File: config.mk
export PLATFORM = sky130hd
export DESIGN_NAME = chan_sync_ctrl
export DESIGN_NICKNAME = d
export VERILOG_FILES = /design/src/rtl/chan_sync_pkg.sv /design/src/rtl/chan_sync_pin_detect.sv /design/src/rtl/chan_sync_holdoff.sv /design/src/rtl/chan_sync_regs.sv /design/src/rtl/chan_sync_ctrl.sv
export SDC_FILE = /design/constraint.sdc
export NUM_CORES = 1
export LEC_CHECK = 0
export ABC_CLOCK_PERIOD_IN_PS = 22700
export BUFFER_PORTS_ARGS = -buffer_cell sky130_fd_sc_hd__buf_2
export CORE_UTILIZATION = 46
export CTS_CLUSTER_DIAMETER = 80
export DETAILED_ROUTE_END_ITERATION = 6
export MAX_ROUTING_LAYER = met4
export PLACE_DENSITY = 0.69
export SLEW_MARGIN = 20
export SYNTH_ARGS = -nofsm -noshare
export SYNTH_HDL_FRONTEND = slang
export SYNTH_HIERARCHICAL = 1
export SYNTH_SLANG_ARGS = --single-unit
File: constraint.sdc
create_clock -name clk -period 22.7 [get_ports clk]
set_input_delay 1.135 -clock clk [delete_from_list [all_inputs] [get_ports clk]]
set_output_delay 1.135 -clock clk [all_outputs]
set_load 0.05 [all_outputs]
File: src/rtl/chan_sync_pkg.sv
package chan_sync_pkg;
  localparam int ADDR_W = 5;
  localparam int DATA_W = 32;
  localparam int NPIN   = 4;
  localparam int SEL_W  = 2;

  localparam logic [ADDR_W-1:0] A_CHAN_EN    = 5'h00;
  localparam logic [ADDR_W-1:0] A_START_HOLD = 5'h01;
  localparam logic [ADDR_W-1:0] A_HOP_HOLD   = 5'h02;
  localparam logic [ADDR_W-1:0] A_SOFT_CMD   = 5'h03;
  localparam logic [ADDR_W-1:0] A_PIN_CFG    = 5'h04;
  localparam logic [ADDR_W-1:0] A_PIN_SEL    = 5'h05;
  localparam logic [ADDR_W-1:0] A_FREQ_BASE  = 5'h08;
  localparam logic [ADDR_W-1:0] A_PHASE_BASE = 5'h10;

  localparam int SOFT_MASK_LSB = 8;
  localparam int PIN_EN_LSB    = 4;

  typedef struct packed {
    logic            start_en;
    logic            hop_en;
    logic            edge_mode;
    logic [NPIN-1:0] pin_en;
  } pin_cfg_t;
endpackage

File: src/rtl/chan_sync_pin_detect.sv
module chan_sync_pin_detect #(
  parameter int NPIN = 4
) (
  input  logic            clk,
  input  logic            rst_n,
  input  logic [NPIN-1:0] pin_in,
  output logic [NPIN-1:0] lvl,
  output logic [NPIN-1:0] rise
);
  logic [NPIN-1:0] meta_q, meta_d;
  logic [NPIN-1:0] sync_q, sync_d;
  logic [NPIN-1:0] prev_q, prev_d;

  always_comb begin
    meta_d = pin_in;
    sync_d = meta_q;
    prev_d = sync_q;
  end

  always_ff @(posedge clk or negedge rst_n) begin
    if (!rst_n) begin
      meta_q <= '0;
      sync_q <= '0;
      prev_q <= '0;
    end else begin
      meta_q <= meta_d;
      sync_q <= sync_d;
      prev_q <= prev_d;
    end
  end

  assign lvl  = sync_q;
  assign rise = sync_q & ~prev_q;
endmodule

File: src/rtl/chan_sync_holdoff.sv
module chan_sync_holdoff #(
  parameter int CNT_W = 16
) (
  input  logic             clk,
  input  logic             rst_n,
  input  logic             load,
  input  logic [CNT_W-1:0] load_val,
  output logic             fire,
  output logic             idle
);
  logic [CNT_W-1:0] cnt_q, cnt_d;

  always_comb begin
    cnt_d = cnt_q;
    if (load)
      cnt_d = load_val;
    else if (cnt_q != '0)
      cnt_d = cnt_q - CNT_W'(1);
  end

  always_ff @(posedge clk or negedge rst_n) begin
    if (!rst_n) cnt_q <= '0;
    else        cnt_q <= cnt_d;
  end

  assign fire = (cnt_q == CNT_W'(1));
  assign idle = (cnt_q == '0);
endmodule

File: src/rtl/chan_sync_regs.sv
module chan_sync_regs
  import chan_sync_pkg::*;
#(
  parameter int NCH     = 4,
  parameter int CNT_W   = 16,
  parameter int FREQ_W  = 32,
  parameter int PHASE_W = 16
) (
  input  logic                   clk,
  input  logic                   rst_n,
  input  logic                   wr_en,
  input  logic [ADDR_W-1:0]      wr_addr,
  input  logic [DATA_W-1:0]      wr_data,
  output logic [NCH-1:0]         chan_en,
  output logic [CNT_W-1:0]       start_hold,
  output logic [CNT_W-1:0]       hop_hold,
  output pin_cfg_t               pin_cfg,
  output logic [NCH*SEL_W-1:0]   pin_sel,
  output logic [NCH*FREQ_W-1:0]  freq_pend,
  output logic [NCH*PHASE_W-1:0] phase_pend,
  output logic [NCH-1:0]         soft_start,
  output logic [NCH-1:0]         soft_hop
);
  logic [NCH-1:0]         en_q, en_d;
  logic [CNT_W-1:0]       sh_q, sh_d, hh_q, hh_d;
  pin_cfg_t               cfg_q, cfg_d;
  logic [NCH*SEL_W-1:0]   sel_q, sel_d;
  logic [NCH*FREQ_W-1:0]  fp_q, fp_d;
  logic [NCH*PHASE_W-1:0] pp_q, pp_d;
  logic                   cmd_wr;

  always_comb begin
    en_d  = en_q;
    sh_d  = sh_q;
    hh_d  = hh_q;
    cfg_d = cfg_q;
    sel_d = sel_q;
    fp_d  = fp_q;
    pp_d  = pp_q;
    if (wr_en) begin
      if (wr_addr == A_CHAN_EN)    en_d = wr_data[NCH-1:0];
      if (wr_addr == A_START_HOLD) sh_d = wr_data[CNT_W-1:0];
      if (wr_addr == A_HOP_HOLD)   hh_d = wr_data[CNT_W-1:0];
      if (wr_addr == A_PIN_SEL)    sel_d = wr_data[NCH*SEL_W-1:0];
      if (wr_addr == A_PIN_CFG) begin
        cfg_d.start_en  = wr_data[0];
        cfg_d.hop_en    = wr_data[1];
        cfg_d.edge_mode = wr_data[2];
        cfg_d.pin_en    = wr_data[PIN_EN_LSB +: NPIN];
      end
      for (int c = 0; c < NCH; c++) begin
        if (wr_addr == A_FREQ_BASE + ADDR_W'(c))
          fp_d[c*FREQ_W +: FREQ_W] = wr_data[FREQ_W-1:0];
        if (wr_addr == A_PHASE_BASE + ADDR_W'(c))
          pp_d[c*PHASE_W +: PHASE_W] = wr_data[PHASE_W-1:0];
      end
    end
  end

  always_ff @(posedge clk or negedge rst_n) begin
    if (!rst_n) begin
      en_q  <= '0;
      sh_q  <= '0;
      hh_q  <= '0;
      cfg_q <= '0;
      sel_q <= '0;
      fp_q  <= '0;
      pp_q  <= '0;
    end else begin
      en_q  <= en_d;
      sh_q  <= sh_d;
      hh_q  <= hh_d;
      cfg_q <= cfg_d;
      sel_q <= sel_d;
      fp_q  <= fp_d;
      pp_q  <= pp_d;
    end
  end

  // Soft command is a strobe: nothing is stored, so each write arms once.
  assign cmd_wr     = wr_en && (wr_addr == A_SOFT_CMD);
  assign soft_start = (cmd_wr && wr_data[0]) ? wr_data[SOFT_MASK_LSB +: NCH] : '0;
  assign soft_hop   = (cmd_wr && wr_data[1]) ? wr_data[SOFT_MASK_LSB +: NCH] : '0;

  assign chan_en    = en_q;
  assign start_hold = sh_q;
  assign hop_hold   = hh_q;
  assign pin_cfg    = cfg_q;
  assign pin_sel    = sel_q;
  assign freq_pend  = fp_q;
  assign phase_pend = pp_q;
endmodule

File: src/rtl/chan_sync_ctrl.sv
module chan_sync_ctrl
  import chan_sync_pkg::*;
#(
  parameter int NCH     = 4,
  parameter int CNT_W   = 16,
  parameter int FREQ_W  = 32,
  parameter int PHASE_W = 16
) (
  input  logic                   clk,
  input  logic                   rst_n,
  input  logic                   wr_en,
  input  logic [4:0]             wr_addr,
  input  logic [31:0]            wr_data,
  input  logic [3:0]             sync_pin,
  output logic [NCH-1:0]         chan_active,
  output logic [NCH-1:0]         start_pulse,
  output logic [NCH-1:0]         hop_pulse,
  output logic [NCH*FREQ_W-1:0]  freq_word,
  output logic [NCH*PHASE_W-1:0] phase_word
);
  logic rst_meta_q, rst_sync_q, rst_i_n;

  always_ff @(posedge clk or negedge rst_n) begin
    if (!rst_n) begin
      rst_meta_q <= 1'b0;
      rst_sync_q <= 1'b0;
    end else begin
      rst_meta_q <= 1'b1;
      rst_sync_q <= rst_meta_q;
    end
  end
  assign rst_i_n = rst_sync_q;

  logic [NCH-1:0]         chan_en, soft_start, soft_hop;
  logic [CNT_W-1:0]       start_hold, hop_hold;
  pin_cfg_t               pin_cfg;
  logic [NCH*SEL_W-1:0]   pin_sel;
  logic [NCH*FREQ_W-1:0]  freq_pend;
  logic [NCH*PHASE_W-1:0] phase_pend;
  logic [NPIN-1:0]        pin_lvl, pin_rise;

  chan_sync_regs #(
    .NCH(NCH), .CNT_W(CNT_W), .FREQ_W(FREQ_W), .PHASE_W(PHASE_W)
  ) regs_i (
    .clk(clk), .rst_n(rst_i_n),
    .wr_en(wr_en), .wr_addr(wr_addr), .wr_data(wr_data),
    .chan_en(chan_en), .start_hold(start_hold), .hop_hold(hop_hold),
    .pin_cfg(pin_cfg), .pin_sel(pin_sel),
    .freq_pend(freq_pend), .phase_pend(phase_pend),
    .soft_start(soft_start), .soft_hop(soft_hop)
  );

  chan_sync_pin_detect #(.NPIN(NPIN)) pins_i (
    .clk(clk), .rst_n(rst_i_n), .pin_in(sync_pin),
    .lvl(pin_lvl), .rise(pin_rise)
  );

  logic [NCH-1:0] st_load, st_fire, st_idle;
  logic [NCH-1:0] hp_load, hp_fire, hp_idle;
  logic [NCH-1:0] pin_hit;
  logic           st_hold_ok, hp_hold_ok;

  assign st_hold_ok = (start_hold != '0);
  assign hp_hold_ok = (hop_hold != '0);

  always_comb begin
    for (int c = 0; c < NCH; c++) begin
      logic [SEL_W-1:0] sel;
      sel        = pin_sel[c*SEL_W +: SEL_W];
      pin_hit[c] = pin_cfg.pin_en[sel] &
                   (pin_cfg.edge_mode ? pin_rise[sel] : pin_lvl[sel]);
      st_load[c] = st_hold_ok & (soft_start[c] |
                   (pin_cfg.start_en & pin_hit[c] & (pin_cfg.edge_mode | st_idle[c])));
      hp_load[c] = hp_hold_ok & (soft_hop[c] |
                   (pin_cfg.hop_en & pin_hit[c] & (pin_cfg.edge_mode | hp_idle[c])));
    end
  end

  for (genvar c = 0; c < NCH; c++) begin : g_chan
    chan_sync_holdoff #(.CNT_W(CNT_W)) start_cnt_i (
      .clk(clk), .rst_n(rst_i_n), .load(st_load[c]), .load_val(start_hold),
      .fire(st_fire[c]), .idle(st_idle[c])
    );
    chan_sync_holdoff #(.CNT_W(CNT_W)) hop_cnt_i (
      .clk(clk), .rst_n(rst_i_n), .load(hp_load[c]), .load_val(hop_hold),
      .fire(hp_fire[c]), .idle(hp_idle[c])
    );
  end

  logic [NCH-1:0]         act_q, act_d, stp_q, stp_d, hpp_q, hpp_d;
  logic [NCH*FREQ_W-1:0]  fw_q, fw_d;
  logic [NCH*PHASE_W-1:0] pw_q, pw_d;

  always_comb begin
    act_d = chan_en & (act_q | st_fire);
    stp_d = chan_en & st_fire;
    hpp_d = hp_fire;
    fw_d  = fw_q;
    pw_d  = pw_q;
    for (int c = 0; c < NCH; c++) begin
      if (hp_fire[c]) begin
        fw_d[c*FREQ_W +: FREQ_W]   = freq_pend[c*FREQ_W +: FREQ_W];
        pw_d[c*PHASE_W +: PHASE_W] = phase_pend[c*PHASE_W +: PHASE_W];
      end
    end
  end

  always_ff @(posedge clk or negedge rst_i_n) begin
    if (!rst_i_n) begin
      act_q <= '0;
      stp_q <= '0;
      hpp_q <= '0;
      fw_q  <= '0;
      pw_q  <= '0;
    end else begin
      act_q <= act_d;
      stp_q <= stp_d;
      hpp_q <= hpp_d;
      fw_q  <= fw_d;
      pw_q  <= pw_d;
    end
  end

  assign chan_active = act_q;
  assign start_pulse = stp_q;
  assign hop_pulse   = hpp_q;
  assign freq_word   = fw_q;
  assign phase_word  = pw_q;
endmodule

==> results of run 1 <==
-- placed cells by master (no fill, tap or decap), drive strengths merged, types with 6 or more instances in the layout --
cell / n
xnor2: 50
nor4b: 8
o211ai: 9
mux2: 446
o31ai: 58
or4: 49
nand2b: 17
o21a: 7
mux4: 6
nor3: 30
nor4: 59
nand2: 99
or3b: 16
and2: 12
xor2: 21
nor2b: 12
clkinv: 13
a22o: 20
buf: 269
nand3: 24
nand4: 15
nor2: 49
clkbuf: 89
mux2i: 16
nor3b: 8
a31oi: 9
o21ai: 43
dfrtp: 589
inv: 22
or3: 14
ha: 16
o31a: 8
-- kinds of logic (layout without fill, tap and decap cells) --
logic type	count (synthesis)	count (layout)	synth area share [%]
AOI/OAI and AO/OA	190	190	5.53
xor gates and xnor gates	71	71	2.42
adders and majority gates	16	16	0.780
buffers and inverters	123	400	2.48
DFF	589	589	57.4
muxes	468	468	20.8
other	1	2	0.0146
and+or+nand+nor	428	428	10.5
-- worst reg2reg max path, stage by stage (launching register included) --
cell      delay (ps)
dfrtp_1          400
inv_1            100
ha_1             230
or3b_2           550
nor4_4           690
o21ai_0          210
o31ai_2          210
buf_4            280
clkinv_1         320
mux2_4           380
-- where the power goes --
group	internal [mW]	switching (mW)	total, mW
clock network	0.589	0.418	1.01
registers	1.28	0.251	1.53
logic	0.345	0.443	0.788
-- stage by stage --
step	setup WS (ps)	cells	power [mW]	hold WS, ps	util [%]
2_1_floorplan	5070	1886	2.10	331	-
3_3_place_gp	18920	2803	2.29	334	50.0
3_5_place_dp	18870	2803	2.33	340	50.0
4_1_cts	19270	2911	3.35	241	53.7
5_1_grt	19050	2911	3.49	255	53.7
6_report	19230	2912	3.33	279	53.7
-- cell type report --
type	instances	area [um^2]
Antenna cell	1	2.50
Clock buffer	89	1780
Clock inverter	19	250
Fill cell	4684	25500
Inverter	23	86.3
Multi-Input combinational cell	1174	10400
Sequential cell	589	14700
Tap cell	748	936
Timing Repair Buffer	269	1410
-- flip-flops by register name, indices dropped and copies added, names as in the netlist --
name / flops
chan_active: 4
freq_word: 128
g_chan.hop_cnt_i/cnt_q: 64
g_chan.start_cnt_i/cnt_q: 64
hop_pulse: 4
phase_word: 64
pins_i/lvl: 4
pins_i/meta_q: 4
pins_i/prev_q: 4
regs_i/chan_en: 4
regs_i/freq_pend: 128
regs_i/hop_hold: 16
regs_i/phase_pend: 64
regs_i/pin_cfg: 7
regs_i/pin_sel: 8
regs_i/start_hold: 16
rst_i_n: 1
rst_meta_q: 1
start_pulse: 4
-- worst paths after layout --
path                                                                   end  slack, ps                                       start  cells after the start
worst max-delay path            g_chan[3].start_cnt_i/cnt_q[1]$_DFFE_PN0P_      19230  g_chan[3].start_cnt_i/cnt_q[0]$_DFFE_PN0P_                      9
min in group clk                                         rst_i_n$_DFF_PN0_        350                        rst_meta_q$_DFF_PN0_                      0
worst min-delay path                                     rst_i_n$_DFF_PN0_        280                                       rst_n                      1
worst max register to register  g_chan[3].start_cnt_i/cnt_q[1]$_DFFE_PN0P_      19230  g_chan[3].start_cnt_i/cnt_q[0]$_DFFE_PN0P_                      9
worst min register to register                           rst_i_n$_DFF_PN0_        350                        rst_meta_q$_DFF_PN0_                      0
max in group asynchronous                         freq_word[9]$_DFFE_PN0P_      20150                           rst_i_n$_DFF_PN0_                      2
-- metal layers --
layer / GRT usage, % / routed length (um)
met5: - / 0
met1: 30.9 / 27500
met4: 6.99 / 1460
met2: 35.8 / 30000
met3: 5.68 / 4860
==> impl_metrics.ini, run 1 <==
[clock_tree]
cts_buffer_depth = 3
htree_num_levels = 2
hold_buffers = 0
cts_tree = built
ctsResizeCount = 0
numCtsBuffers = 61
clk_pin_slew_worst_paths_ps = 60
clk_latency_ps = 640
cts_sinks = 589
cts-root-buf = clkbuf_16
post_cts_buffers = 0

[worst_setup_path]
worstPathMaxFanout = 26
worstPathBufferInverterCount = 3
critPathRequiredTime_ps = 23220
critical_path_class = register to register
path_cells = inv_1 > ha_1 > or3b_2 > nor4_4 > o21ai_0 > o31ai_2 > buf_4 > clkinv_1 > mux2_4
start_kind = register
critPathMaxStageDelay_ps = 690
cp_top_family = simple AND/OR/NAND/NOR gates
crit_slowest_cell = nor4_4
arrival_ps = 4000
crit_path_end_kind = register

[synthesis]
synth_edf_count = 0
synth.net_count = 1946
yosysSeqAreaShare_pct = 57.4
ys_top_cells_by_count = dfrtp_1, mux2_2, nand2_1, o31ai_1, xnor2_1
yosys.area.top_type_share_pct = 57.4
synth-seq-cells = 589
synth_area_um2 = 25700
synth.distinct_cells = 65
syn_inst = 1886
syn_avg_cell_area_um2 = 13.6
synthArstFlopShare_pct = 100
yosysMostFrequentCell = dfrtp_1
synth.area.top_cells = dfrtp_1, mux2_2, xnor2_1, o31ai_1, nand2_1
yosysTopAreaCell = dfrtp_1
synth-warning-count = 6
synth_flop_cell = dfrtp_1

[routing]
first_pass_iters = 5
vias = 16600
antenna_left = 0
via_per_inst = 5.70
drcViolationCount = 0
routed_wl_um = 63800
wire_per_inst_um = 21.9
first_iter_violations = 967

[sta]
final.setup_skew_ps = 50.9
period_needed_ps = 3470
worst_pin_slew_ps = 1100
fin_crit_sh_pct = 15.3
hold_viol = 0
slew_viol_final = 0
rsz0062_at_grt = no
setup-tns-final_ps = 0
slew_headroom_pct = 26.5
clock.fmax_mhz = 288
setup_viol = 0

[global_route]
grt_antenna_before_repair = 1
grt_pass1_wl_um = 99600
grtUsageTotal_pct = 23.4
grt.overflow.total = 0
grt_pass1_vias = 16900
grt_max_degree = 93

[floorplanning]
num_rows = 86
start_util_pct = 46.6
fp.dieH_um = 238
core_um2 = 55100
die_x_um = 238
pin_count = 248
fp.dieArea_um2 = 56700

[final_layout]
final_area_um2 = 29600
area_growth_pct = 15.3
drive_above_1_share_pct = 40.6
final_nets = 2178

[run_status]
outcome = finished, final reports clean

[power]
vdd_ir_drop_max_mv = 0.0686
leakagePower_nw = 14.0
p_per_area_nw_per_um2 = 113

[min_path]
holdCritPathClass = input pin to asynchronous set/reset pin

[placement]
portBuffers = 247
place_area_um2 = 27500
gp_congestion = 0.890
dp_hpwl_um = 42000

[flow_run]
maxCapViolCount = 0
(Power assumes the default switching activity.)
==> run 2, diff against run 1 <==
--- a/config.mk
+++ b/config.mk
@@ -5,7 +5,7 @@
 export SDC_FILE = /design/constraint.sdc
 export NUM_CORES = 1
 export LEC_CHECK = 0
-export ABC_CLOCK_PERIOD_IN_PS = 22700
+export ABC_CLOCK_PERIOD_IN_PS = 3500
 export BUFFER_PORTS_ARGS = -buffer_cell sky130_fd_sc_hd__buf_2
 export CORE_UTILIZATION = 46
 export CTS_CLUSTER_DIAMETER = 80
==> constraint.sdc (replaced) <==
create_clock -name clk -period 3.5 [get_ports clk]
set_input_delay 0.175 -clock clk [delete_from_list [all_inputs] [get_ports clk]]
set_output_delay 0.175 -clock clk [all_outputs]
set_load 0.05 [all_outputs]
==> run 2 against run 1 <==
Effect of this change:
- clock-buffer cell count grew 10
- wire length grew 2.9%
- via count grew 0.92%
- sequential power grew to 6.5 times the previous value
- non-clock buffer count grew 44
- cell count grew 1.9%
- combinational power grew to 6.6 times the previous value
- global-route usage grew 0.65 points
- first-iteration DRC count grew 16%
- critical endpoint is now g_chan[3].hop_cnt_i/cnt_q[1]$_DFFE_PN0P_
- largest cell class unchanged
==> impl_metrics.ini, run 2 (synthesized netlist as in run 1, its figures left out) <==
[run_status]
outcome = finished, final reports clean

[clock_tree]
htree_num_levels = 2
clk_pin_slew_worst_paths_ps = 60
post_cts_buffers = 0
cts-root-buf = clkbuf_16
numCtsBuffers = 61
cts_tree = built
cts_buffer_depth = 3
clk_latency_ps = 650
cts_sinks = 589

[placement]
dp_hpwl_um = 42900
place_area_um2 = 27800
gp_congestion = 0.882
portBuffers = 247

[routing]
drcViolationCount = 0
wl_met2_um = 31500
wl_met1_um = 28400
routed_wl_um = 65700
first_pass_iters = 5
dr_wl_met3_um = 4320
vias = 16700
via_per_inst = 5.64
wire_per_inst_um = 22.1
routed.top_layer = met4
first_iter_violations = 1124
antenna_left = 0

[global_route]
grt_pass1_vias = 17300
grt_max_degree = 92
grtUsageTotal_pct = 24.0
grt_antenna_before_repair = 4
grt.overflow.total = 0
grt_pass1_wl_um = 102000

[sta]
final.setup_skew_ps = 53.0
fin_crit_sh_pct = 89.5
period_needed_ps = 3130
setup_viol = 0
slew_headroom_pct = 27.8
slew_viol_final = 0
rsz0062_at_grt = no
hold_viol = 0
worst_pin_slew_ps = 1080
setup-tns-final_ps = 0
clock.fmax_mhz = 319

[final_layout]
drive_above_1_share_pct = 41.0
final_area_um2 = 30100
layout_commonest_cell = dfrtp_1
area_growth_pct = 17.3
final_cell_mix = dfrtp_1, mux2_2, buf_2, nand2_1, clkbuf_16
final_nets = 2222

[floorplanning]
start_util_pct = 46.6
num_rows = 86
fp.dieH_um = 238
die_x_um = 238
pin_count = 248
fp.dieArea_um2 = 56700
core_um2 = 55100

[worst_setup_path]
crit_path_end_kind = register
critical_path_class = register to register
start_kind = register
worstPathMaxFanout = 9
critPathRequiredTime_ps = 4030
arrival_ps = 3670

[power]
vdd_ir_drop_max_mv = 0.500
p_per_area_nw_per_um2 = 720
leakagePower_nw = 14.2
fin_total_pwr_mw = 21.7

[flow_run]
maxCapViolCount = 0

[min_path]
holdCritPathClass = input pin to register
-- run 2: layer usage --
metal / vias to the layer above / track usage, %
li1: 7485 / -
met1: 8736 / 31.2
met2: 424 / 37.9
met3: 95 / 5.33
met4: 0 / 7.07
met5: - / -
-- run 2: final timing paths --
path	end	start	slack, ps	cells past startpoint
max	g_chan[3].hop_cnt_i/cnt_q[1]$_DFFE_PN0P_	g_chan[3].hop_cnt_i/cnt_q[0]$_DFFE_PN0P_	370	8
max reg2reg	g_chan[3].hop_cnt_i/cnt_q[1]$_DFFE_PN0P_	g_chan[3].hop_cnt_i/cnt_q[0]$_DFFE_PN0P_	370	8
max in group asynchronous	pins_i/lvl[3]$_DFF_PN0_	rst_i_n$_DFF_PN0_	2140	1
min	regs_i/hop_hold[15]$_DFFE_PN0P_	wr_data[15]	80	2
min reg2reg	rst_i_n$_DFF_PN0_	rst_meta_q$_DFF_PN0_	360	0
min in group asynchronous	regs_i/freq_pend[51]$_DFFE_PN0P_	rst_i_n$_DFF_PN0_	370	0
-- run 2: timing repair --
action                     4_1_cts  5_1_grt
hold buffers                    22        0
resized for setup                0        0
hold endpoints to repair        70        0
setup endpoints to repair        0        0
-- run 2: report_power, final --
group	internal (mW)	switching (mW)	leakage, nW
registers	8.32	1.63	7.70
logic	2.28	2.89	5.53
clock network	3.79	2.77	1.02
total	14.4	7.28	14.2
-- run 2: cell type report --
cell class / instances / area [um^2]
Clock buffer: 99 / 1900
Tap cell: 748 / 936
Sequential cell: 589 / 14700
Antenna cell: 6 / 15.0
Inverter: 23 / 86.3
Fill cell: 4554 / 25000
Clock inverter: 16 / 173
Multi-Input combinational cell: 1174 / 10400
Timing Repair Buffer: 313 / 1890
-- run 2: through the flow --
step	util [%]	cells	hold WS [ps]	setup slack, ps
6_report	54.6	2968	79.8	368
5_1_grt	54.6	2964	81.1	123
4_1_cts	54.6	2962	63.4	414
3_5_place_dp	50.4	2825	-35.0	444
3_3_place_gp	50.4	2825	-38.2	480
2_1_floorplan	-	1886	-121	-2220
-- run 2: worst max-delay path, cell delays in order, from the launching register on --
cell,delay (ps)
dfrtp_1,400
inv_1,100
ha_1,200
or3b_2,540
nor4_4,270
o21ai_0,140
o31ai_2,530
clkinv_1,450
mux2_4,390
==> run 3, diff against run 2 <==
--- a/config.mk
+++ b/config.mk
@@ -5,13 +5,16 @@
 export SDC_FILE = /design/constraint.sdc
 export NUM_CORES = 1
 export LEC_CHECK = 0
+export ABC_AREA = 1
 export ABC_CLOCK_PERIOD_IN_PS = 3500
 export BUFFER_PORTS_ARGS = -buffer_cell sky130_fd_sc_hd__buf_2
+export CAP_MARGIN = 10
 export CORE_UTILIZATION = 46
+export CTS_BUF_LIST = sky130_fd_sc_hd__clkbuf_16
 export CTS_CLUSTER_DIAMETER = 80
 export DETAILED_ROUTE_END_ITERATION = 6
 export MAX_ROUTING_LAYER = met4
-export PLACE_DENSITY = 0.69
+export PLACE_DENSITY = 0.68
 export SLEW_MARGIN = 20
 export SYNTH_ARGS = -nofsm -noshare
 export SYNTH_HDL_FRONTEND = slang
==> run 3 against run 2 <==
Effect of this change:
- first-iteration DRC count up 74%
- sequential power decreased by 4.2%
- via count is 30% higher
- setup slack gained 420 ps
- flip-flop and latch count unchanged
- non-clock buffer count rose by 13
- clock skew grew 6.9 ps
- die area is 6.4% higher
- sequential share of layout area down 3.0 points
- hold slack got worse by 31 ps
- fmax grew 16%
- largest cell class unchanged
==> impl_metrics.ini, run 3 <==
[power]
fin_total_pwr_mw = 22.2
vdd_ir_drop_max_mv = 0.499
leakagePower_nw = 17.6
p_per_area_nw_per_um2 = 692

[floorplanning]
fp.dieArea_um2 = 60300
start_util_pct = 47.0
fp.dieH_um = 246
pin_count = 248
num_rows = 88
die_x_um = 246
core_um2 = 58100

[worst_setup_path]
start_kind = register
critPathMaxStageDelay_ps = 390
worstPathBufferInverterCount = 3
rr_endpoint = g_chan[0].start_cnt_i/cnt_q[9]$_DFFE_PN0P_
startpoint = g_chan[0].start_cnt_i/cnt_q[0]$_DFFE_PN0P_
r2r_start = g_chan[0].start_cnt_i/cnt_q[0]$_DFFE_PN0P_
crit_path_end_kind = register
path_cells = inv_1 > ha_1 > nand2_4 > nor2_8 > nand2_2 > nor2_2 > nor2_1 > nor2_1 > nand2_1 > a21oi_1 > buf_4 > inv_2 > nand3_4 > o21ai_1 > nor2_2
cp_top_family = simple AND/OR/NAND/NOR gates
crit_slowest_cell = dfrtp_1
critPathRequiredTime_ps = 4070
endpoint = g_chan[0].start_cnt_i/cnt_q[9]$_DFFE_PN0P_
cp.depth = 15
worstPathMaxFanout = 16
arrival_ps = 3290
critical_path_class = register to register
reg2reg_slack_ps = 790
r2r_cells = 15

[global_route]
grt_pass1_wl_um = 122000
grt_pass1_vias = 21200
use_met3_pct = 6.69
grt_antenna_before_repair = 9
grt_use_met2_pct = 38.9
grtUsageTotal_pct = 27.0
use_met1_pct = 36.8
grt.overflow.total = 0
grt_max_degree = 98
gr-max-usage-layer = met2

[sta]
worst_pin_slew_ps = 892
slew_viol_final = 0
final.setup_skew_ps = 60.0
rsz0062_at_grt = no
hold_viol = 0
fin_crit_sh_pct = 77.5
slew_headroom_pct = 40.4
setup_viol = 0
fin_ws_ps = 788
period_needed_ps = 2710
setup-tns-final_ps = 0
clock.fmax_mhz = 369

[routing]
wire_per_inst_um = 18.9
drcViolationCount = 0
first_iter_violations = 1953
routed_wl_um = 78200
via_per_inst = 5.26
vias = 21700
antenna_left = 0
first_pass_iters = 5

[synthesis]
synth-seq-cells = 589
synth.area.top_cells = dfrtp_1, nand2_1, mux2_2, nand3_1, nor2_1
yosysMostFrequentCell = nand2_1
yosys.area.top_type_share_pct = 54.0
synth-warning-count = 6
syn_inst = 3027
synthArstFlopShare_pct = 100
syn_avg_cell_area_um2 = 9.02
ys_top_cells_by_count = nand2_1, dfrtp_1, nand3_1, nor2_1, mux2_2
synth_edf_count = 0
synth_area_um2 = 27300
synth.net_count = 3087
synth_flop_cell = dfrtp_1
synth.distinct_cells = 33
yosysTopAreaCell = dfrtp_1
yosysSeqAreaShare_pct = 54.0

[final_layout]
stdcell_count = 4127
post-route-util_pct = 55.1
area_growth_pct = 17.3
layout_commonest_cell = nand2_1
final_cell_mix = nand2_1, dfrtp_1, nand3_1, buf_2, nor2_1
final_nets = 3365
seq_area_um2 = 14700
multi_input_area_um2 = 11500
drive_above_1_share_pct = 22.5
nFillCells = 5241

[clock_tree]
cts_sinks = 589
cts-root-buf = clkbuf_16
post_cts_buffers = 0
hold_buffers = 31
numCtsBuffers = 61
htree_num_levels = 2
clk_pin_slew_worst_paths_ps = 60
clk_latency_ps = 670
cts_tree = built
cts_buffer_depth = 3
ctsResizeCount = 0

[placement]
dp_hpwl_um = 52500
place_inst = 3975
preCtsSetupSlack_ps = 818
gp_congestion = 0.916
portBuffers = 247

[min_path]
holdCritPathClass = input pin to register
hold_path_depth = 4
hold_start = wr_addr[0]

[run_status]
outcome = finished, final reports clean

[flow_run]
maxCapViolCount = 0
[run 3: cell count changes in the layout (fill, tap and decap cells not counted), sizes merged, moves of 58 or more]
cell,before,now
nand2,99,1148
nand3,24,326
mux2,446,192
nor2,49,295
inv,20,171
o31ai,58,0
[run 3: final cells by class]
| class | count | share of cell area, % |
|---|---|---|
| clock buffer | 61 | 4.76 |
| timing repair buffer | 326 | 6.44 |
| multi-input combinational | 2168 | 35.9 |
| tap | 765 | 2.99 |
| antenna | 6 | 0.0469 |
| sequential | 589 | 46.0 |
| inverter | 159 | 1.96 |
| clock inverter | 53 | 1.93 |
[run 3: per-stage QoR]
step | hold slack, ps | cell area, um^2
6_report | 48.7 | 32000
5_1_grt | 38.4 | 32000
2_1_floorplan | -121 | 27300
4_1_cts | 7.16 | 32000
3_3_place_gp | -37.9 | 29500
3_5_place_dp | -38.1 | 29500
[run 3: logic make-up after synthesis]
| kind of cell | share of synthesized area (%) |
|---|---|
| fa+ha+maj | 0.733 |
| compound gates | 2.08 |
| mux | 7.92 |
| flops | 54.0 |
| buf+inv | 4.26 |
| simple gates | 30.0 |
| xor+xnor | 1.03 |
| other cells | 0.0137 |
[run 3: where the power goes]
part | leakage (nW) | switching, mW | internal [mW]
combinational | 8.76 | 3.84 | 1.91
clock | 1.06 | 2.87 | 4.02
sequential | 7.74 | 1.33 | 8.20
[run 3: worst min-delay path by stage]
stage / end / slack (ps)
2_1_floorplan: rst_meta_q$_DFF_PN0_ / -120
3_3_place_gp: rst_meta_q$_DFF_PN0_ / -40
3_5_place_dp: rst_meta_q$_DFF_PN0_ / -40
4_1_cts: regs_i/freq_pend[35]$_DFFE_PN0P_ / 7
5_1_grt: regs_i/freq_pend[35]$_DFFE_PN0P_ / 40
6_report: regs_i/phase_pend[32]$_DFFE_PN0P_ / 50
[run 3: tightest hold or removal path, stage by stage]
cell and delay [ps]:
buf_2 130, nor2_2 180, nand3_1 130, nand2_1 50
[run 3: layer usage]
| layer | share of wire [%] | up-vias |
|---|---|---|
| met4 | 3.7 | 0 |
| met5 | 0 | - |
| li1 | - | 10300 |
| met1 | 43 | 10500 |
| met2 | 44 | 783 |
| met3 | 9.2 | 166 |
